<file path="src/rtl/eiu_pkg.sv">
package eiu_pkg;

   // Meaning of one edge-sense bit.
   typedef enum logic {
      EDGE_FALLING = 1'b0,
      EDGE_RISING  = 1'b1
   } edge_sense_e;

   // Number of byte-sized ports needed to hold a given number of lines.
   function automatic int unsigned ports_for(input int unsigned lines,
                                             input int unsigned width);
      return (lines + width - 1) / width;
   endfunction

endpackage

</file>
<file path="src/rtl/eiu_edge_det.sv">
// Edge qualifier for one port: compares each line with its previous sample.
module eiu_edge_det #(
   parameter int unsigned W = 8
) (
   input  logic         clk,
   input  logic         rst_n,
   input  logic [W-1:0] lvl,
   input  logic [W-1:0] pol,
   input  logic [W-1:0] en,
   output logic [W-1:0] hit
);
   import eiu_pkg::*;

   logic [W-1:0] prev_q;
   logic         primed_q;
   logic [W-1:0] rise;
   logic [W-1:0] fall;

   // The previous sample tracks the pin even in reset, so the level held
   // when reset ends becomes the reference rather than a fake edge.
   always_ff @(posedge clk) begin
      prev_q <= lvl;
   end

   always_ff @(posedge clk or negedge rst_n) begin
      if (!rst_n) primed_q <= 1'b0;
      else        primed_q <= 1'b1;
   end

   assign rise = lvl & ~prev_q;
   assign fall = ~lvl & prev_q;

   generate
      for (genvar i = 0; i < W; i++) begin : g_line
         assign hit[i] = primed_q & en[i] &
                         ((edge_sense_e'(pol[i]) == EDGE_RISING) ? rise[i] : fall[i]);
      end
   endgenerate

endmodule

</file>
<file path="src/rtl/eiu_id_bank.sv">
// Sticky capture byte for one port; write-zero clears, edge beats clear.
module eiu_id_bank #(
   parameter int unsigned W = 8
) (
   input  logic         clk,
   input  logic         rst_n,
   input  logic [W-1:0] hit,
   input  logic         wr_en,
   input  logic [W-1:0] wr_data,
   output logic [W-1:0] id
);
   logic [W-1:0] id_q;
   logic [W-1:0] keep;

   always_comb begin
      keep = wr_en ? wr_data : {W{1'b1}};
   end

   always_ff @(posedge clk or negedge rst_n) begin
      if (!rst_n) id_q <= '0;
      else        id_q <= (id_q & keep) | hit;
   end

   assign id = id_q;

endmodule

</file>
<file path="src/rtl/eiu_pend_sum.sv">
// Per-port pending summary and interrupt request.
module eiu_pend_sum #(
   parameter int unsigned NP = 3,
   parameter int unsigned PW = 8
) (
   input  logic [NP*PW-1:0] id,
   output logic [PW-1:0]    pend,
   output logic             irq
);
   logic [NP-1:0] port_any;

   generate
      for (genvar p = 0; p < NP; p++) begin : g_port
         assign port_any[p] = |id[p*PW +: PW];
      end
      if (PW > NP) begin : g_pad
         assign pend = {{(PW-NP){1'b0}}, port_any};
      end else begin : g_full
         assign pend = port_any;
      end
   endgenerate

   assign irq = |port_any;

endmodule

</file>
<file path="src/rtl/eiu_edge_irq.sv">
// Top: per-port edge qualifier and capture bank, then the summary.
module eiu_edge_irq #(
   parameter int unsigned NUM_LINES = 24,
   parameter int unsigned PORT_W    = 8
) (
   input  logic                            clk,
   input  logic                            rst_n,
   input  logic [NUM_LINES-1:0]            pin_lvl,
   input  logic [NUM_LINES-1:0]            pol_sel,
   input  logic [NUM_LINES-1:0]            line_en,
   input  logic [eiu_pkg::ports_for(NUM_LINES, PORT_W)-1:0] id_wr_en,
   input  logic [PORT_W-1:0]               id_wr_data,
   output logic [NUM_LINES-1:0]            id_vec,
   output logic [PORT_W-1:0]               pend_byte,
   output logic                            irq
);
   localparam int unsigned NUM_PORTS = eiu_pkg::ports_for(NUM_LINES, PORT_W);

   generate
      if (NUM_LINES == 0) begin : g_bad_lines
         $error("eiu_edge_irq: NUM_LINES must be nonzero");
      end
      if (NUM_LINES % PORT_W != 0) begin : g_bad_group
         $error("eiu_edge_irq: NUM_LINES must be a multiple of PORT_W");
      end
      if (NUM_PORTS > PORT_W) begin : g_bad_sum
         $error("eiu_edge_irq: summary byte too narrow for port count");
      end
   endgenerate

   logic [NUM_LINES-1:0] hit_all;

   generate
      for (genvar p = 0; p < NUM_PORTS; p++) begin : g_port
         eiu_edge_det #(.W(PORT_W)) det_i (
            .clk (clk),
            .rst_n (rst_n),
            .lvl (pin_lvl[p*PORT_W +: PORT_W]),
            .pol (pol_sel[p*PORT_W +: PORT_W]),
            .en  (line_en[p*PORT_W +: PORT_W]),
            .hit (hit_all[p*PORT_W +: PORT_W])
         );

         eiu_id_bank #(.W(PORT_W)) bank_i (
            .clk     (clk),
            .rst_n   (rst_n),
            .hit     (hit_all[p*PORT_W +: PORT_W]),
            .wr_en   (id_wr_en[p]),
            .wr_data (id_wr_data),
            .id      (id_vec[p*PORT_W +: PORT_W])
         );
      end
   endgenerate

   eiu_pend_sum #(.NP(NUM_PORTS), .PW(PORT_W)) sum_i (
      .id   (id_vec),
      .pend (pend_byte),
      .irq  (irq)
   );

endmodule

</file>
<file path="config.mk">
export PLATFORM = sky130hd
export DESIGN_NAME = eiu_edge_irq
export DESIGN_NICKNAME = d
export VERILOG_FILES = /design/src/rtl/eiu_pkg.sv /design/src/rtl/eiu_edge_det.sv /design/src/rtl/eiu_id_bank.sv /design/src/rtl/eiu_pend_sum.sv /design/src/rtl/eiu_edge_irq.sv
export SDC_FILE = /design/constraint.sdc
export NUM_CORES = 1
export LEC_CHECK = 0
export BUFFER_PORTS_ARGS = -buffer_cell sky130_fd_sc_hd__buf_2
export CAP_MARGIN = 20
export CORE_MARGIN = 1
export CORE_UTILIZATION = 39
export DETAILED_ROUTE_END_ITERATION = 10
export GPL_TIMING_DRIVEN = 0
export PLACE_DENSITY = 0.81
export SLEW_MARGIN = 20
export SYNTH_ARGS = -nofsm -noshare
export SYNTH_HDL_FRONTEND = slang
export SYNTH_SLANG_ARGS = --single-unit
</file>
<file path="constraint.sdc">
create_clock -name clk -period 1.1 [get_ports clk]
set_input_delay 0.22 -clock clk [delete_from_list [all_inputs] [get_ports clk]]
set_output_delay 0.22 -clock clk [all_outputs]
set_load 0.01 [all_outputs]
</file>
==> run metrics <==
CTS Sinks=49; worst rel slew slack=61.9%; peak supply drop=0.867 mV; Crit. End Element=output pin; Fin. Hold Viols=0; Util after Layout=62.7%; Hold WS=0.0415 ns; M1 GR Usage=26.9%; critical path peak fanout=2; GRT Util Overall=21.2%; die height=73.5 um; Rows=25; Via-to-Cell Ratio=4.97; sequential area share after synthesis=55.5%; Layout Nets=410; f_max=540 MHz; final setup vio count=14; layout cells sized above 1=44.6%; area of placed instances=0.00266 mm2; fin area=0.00302 mm2; RD Place Congestion=0.824; Synth Cell Area=0.00199 mm2; die area=0.00540 mm2; Post-Layout Cell Count=392; Slew @ Worst Pin=0.571 ns; Pins Over Slew Limit=0; worst slack, placed=-0.534 ns; worst-case clock buffer depth=2; post-route ant nets=0; Avg WL per Cell=14.1 um; Setup crit start kind=flip-flop; Flop pwr share=50.3%; initial antenna violation count=0; final period utilization=168%; grt met3 use=5.62%; Synth Warn #=0; via count=1948; critical path arrival=1.63 ns; run status=complete, but fails checks; HP Class=in -> reg; die width=73.5 um; fin crit period=1.85 ns; overall power=4.10 mW; DRT iter0 DRCs=65; IO Pins=118; htree depth=2; clock skew=0.00249 ns; Power Density=1360 mW/mm2; RSZ-0062 raised after global routing=yes; 1st-pass router iterations=4; Int Pwr=3.01 mW; Worst-path clk slew=0.08 ns; CP required=0.88 ns; Syn Inst Count=188; GR peak layer=met2; TritonCTS Buffers=5; GR Util met2=35.6%; latest clock arrival within the worst-skew pair=0.29 ns; Final WS setup=-0.751 ns; Clock power frac=25.8%; Initial Util=41.4%; P_sw=1.09 mW; global route overflow=0; largest net degree at the start of global routing=26; post-DP HPWL=4200 um; routed wire length=5540 um; Synth area leader=dfrtp_1; placed cell count=371; IO Port Bufs=112; Sw Share=26.5%; clk root buf=clkbuf_8; Synth-to-Final Area Change=51.4%; synth top area cells=dfrtp_1 (31%), dfxtp_1 (24%), nand2b_1 (15%), a32o_1 (12%), o22ai_1 (7.5%); count of different cell masters after synthesis=11; Core Area=0.00482 mm2; drt drc=0; mean post-synth cell area=10.6 um2; Max Cap Violations=0; FF+latch count, synth=49; worst setup path class=reg -> out; share of the synthesized area in the top cell type=31.4%; violated checks=setup timing; Leak Pwr=1.46 nW; vias in the first global route=1853; setup TNS=-2.77 ns; antenna cells=0; part of the power in combinational logic=23.9%; global-route wire length before repair=8560 um; CTS tree=done
worst paths after layout:
check / to / startpoint / slack (ns) / cells past startpoint
setup / recovery: irq / g_port[2].bank_i.id[5] / -0.75 / 4
hold / removal: g_port[1].det_i.prev_q[6] / pin_lvl[14] / 0.04 / 1
setup reg to reg: g_port[1].bank_i.id[5] / g_port[2].det_i.primed_q / 0.04 / 2
hold reg to reg: g_port[0].bank_i.id[0] / g_port[0].bank_i.id[0] / 0.54 / 1
max in group asynchronous: g_port[2].bank_i.id[0] / rst_n / 0.26 / 2
min in group asynchronous: g_port[2].bank_i.id[7] / rst_n / 0.46 / 2
kinds of logic after synthesis:
| family | count (synthesis) | synth area share [%] |
|---|---|---|
| and+or+nand+nor | 82 | 22.3 |
| DFF | 49 | 55.5 |
| AOI/OAI and AO/OA | 48 | 19.6 |
| buffers and inverters | 7 | 2.26 |
| other | 2 | 0.377 |
layer usage:
| metal | share of wire (%) | up-vias |
|---|---|---|
| met3 | 6.5 | 11 |
| met4 | 1.5 | 0 |
| met2 | 49 | 78 |
| li1 | - | 956 |
| met1 | 43 | 903 |
| met5 | 0 | - |
sequential cells by signal, indices dropped and copies added (netlist names):
register               flops
g_port.det_i.primed_q      1
g_port.det_i.prev_q       24
g_port.bank_i.id          24
critical path, cell delays in order (launching register included):
cell     delay (ns)
dfrtp_1        0.40
nor4_2         0.30
nand2_1        0.14
or3_4          0.38
buf_6          0.13
area by class of cell:
| class | instances | area [um2] |
|---|---|---|
| tap | 67 | 83.8 |
| buffer | 7 | 50.0 |
| timing repair buffer | 126 | 792 |
| sequential | 49 | 1110 |
| fill | 427 | 1800 |
| clock buffer | 7 | 86.3 |
| multi-input combinational | 136 | 901 |
synthesized netlist by cell type:
master and number:
a32o_1 24, buf_4 5, clkbuf_1 2, conb_1 2, dfrtp_1 25, dfxtp_1 24, nand2_1 27, nand2b_1 48
nor4_1 6, o22ai_1 24, or3_1 1
power groups by stage:
stage / clock network [mW] / registers, mW / logic (mW)
after global placement: 0 / 2.07 / 0.725
after floorplan: 0 / 2.11 / 0.297
after global routing: 1.15 / 2.08 / 1.07
after CTS: 1.08 / 2.05 / 0.890
final: 1.06 / 2.06 / 0.981
after detailed placement: 0 / 2.08 / 0.744
cells in the final DEF (no fill, tap or decap):
master         instances
a32o_1                24
buf_2                 98
buf_4                 10
buf_6                 23
clkbuf_1               1
clkbuf_4               1
clkbuf_8               6
conb_1                 6
dfrtp_1               25
dfxtp_1               24
dlygate4sd3_1          1
nand2_1               27
nand2b_1              48
nor4_2                 6
o22ai_1               24
or3_4                  1
repair_timing:
item | 4_1_cts | 5_1_grt
resized for setup | 21 | 16
endpoints found under the hold margin | 25 | 0
setup endpoints to repair | 24 | 37
hold buffers | 1 | 0
setup buffers | 8 | 9
gates cloned | 0 | 0
pin swaps | 7 | 5
Note: power is estimated with default switching activity, not from simulation.
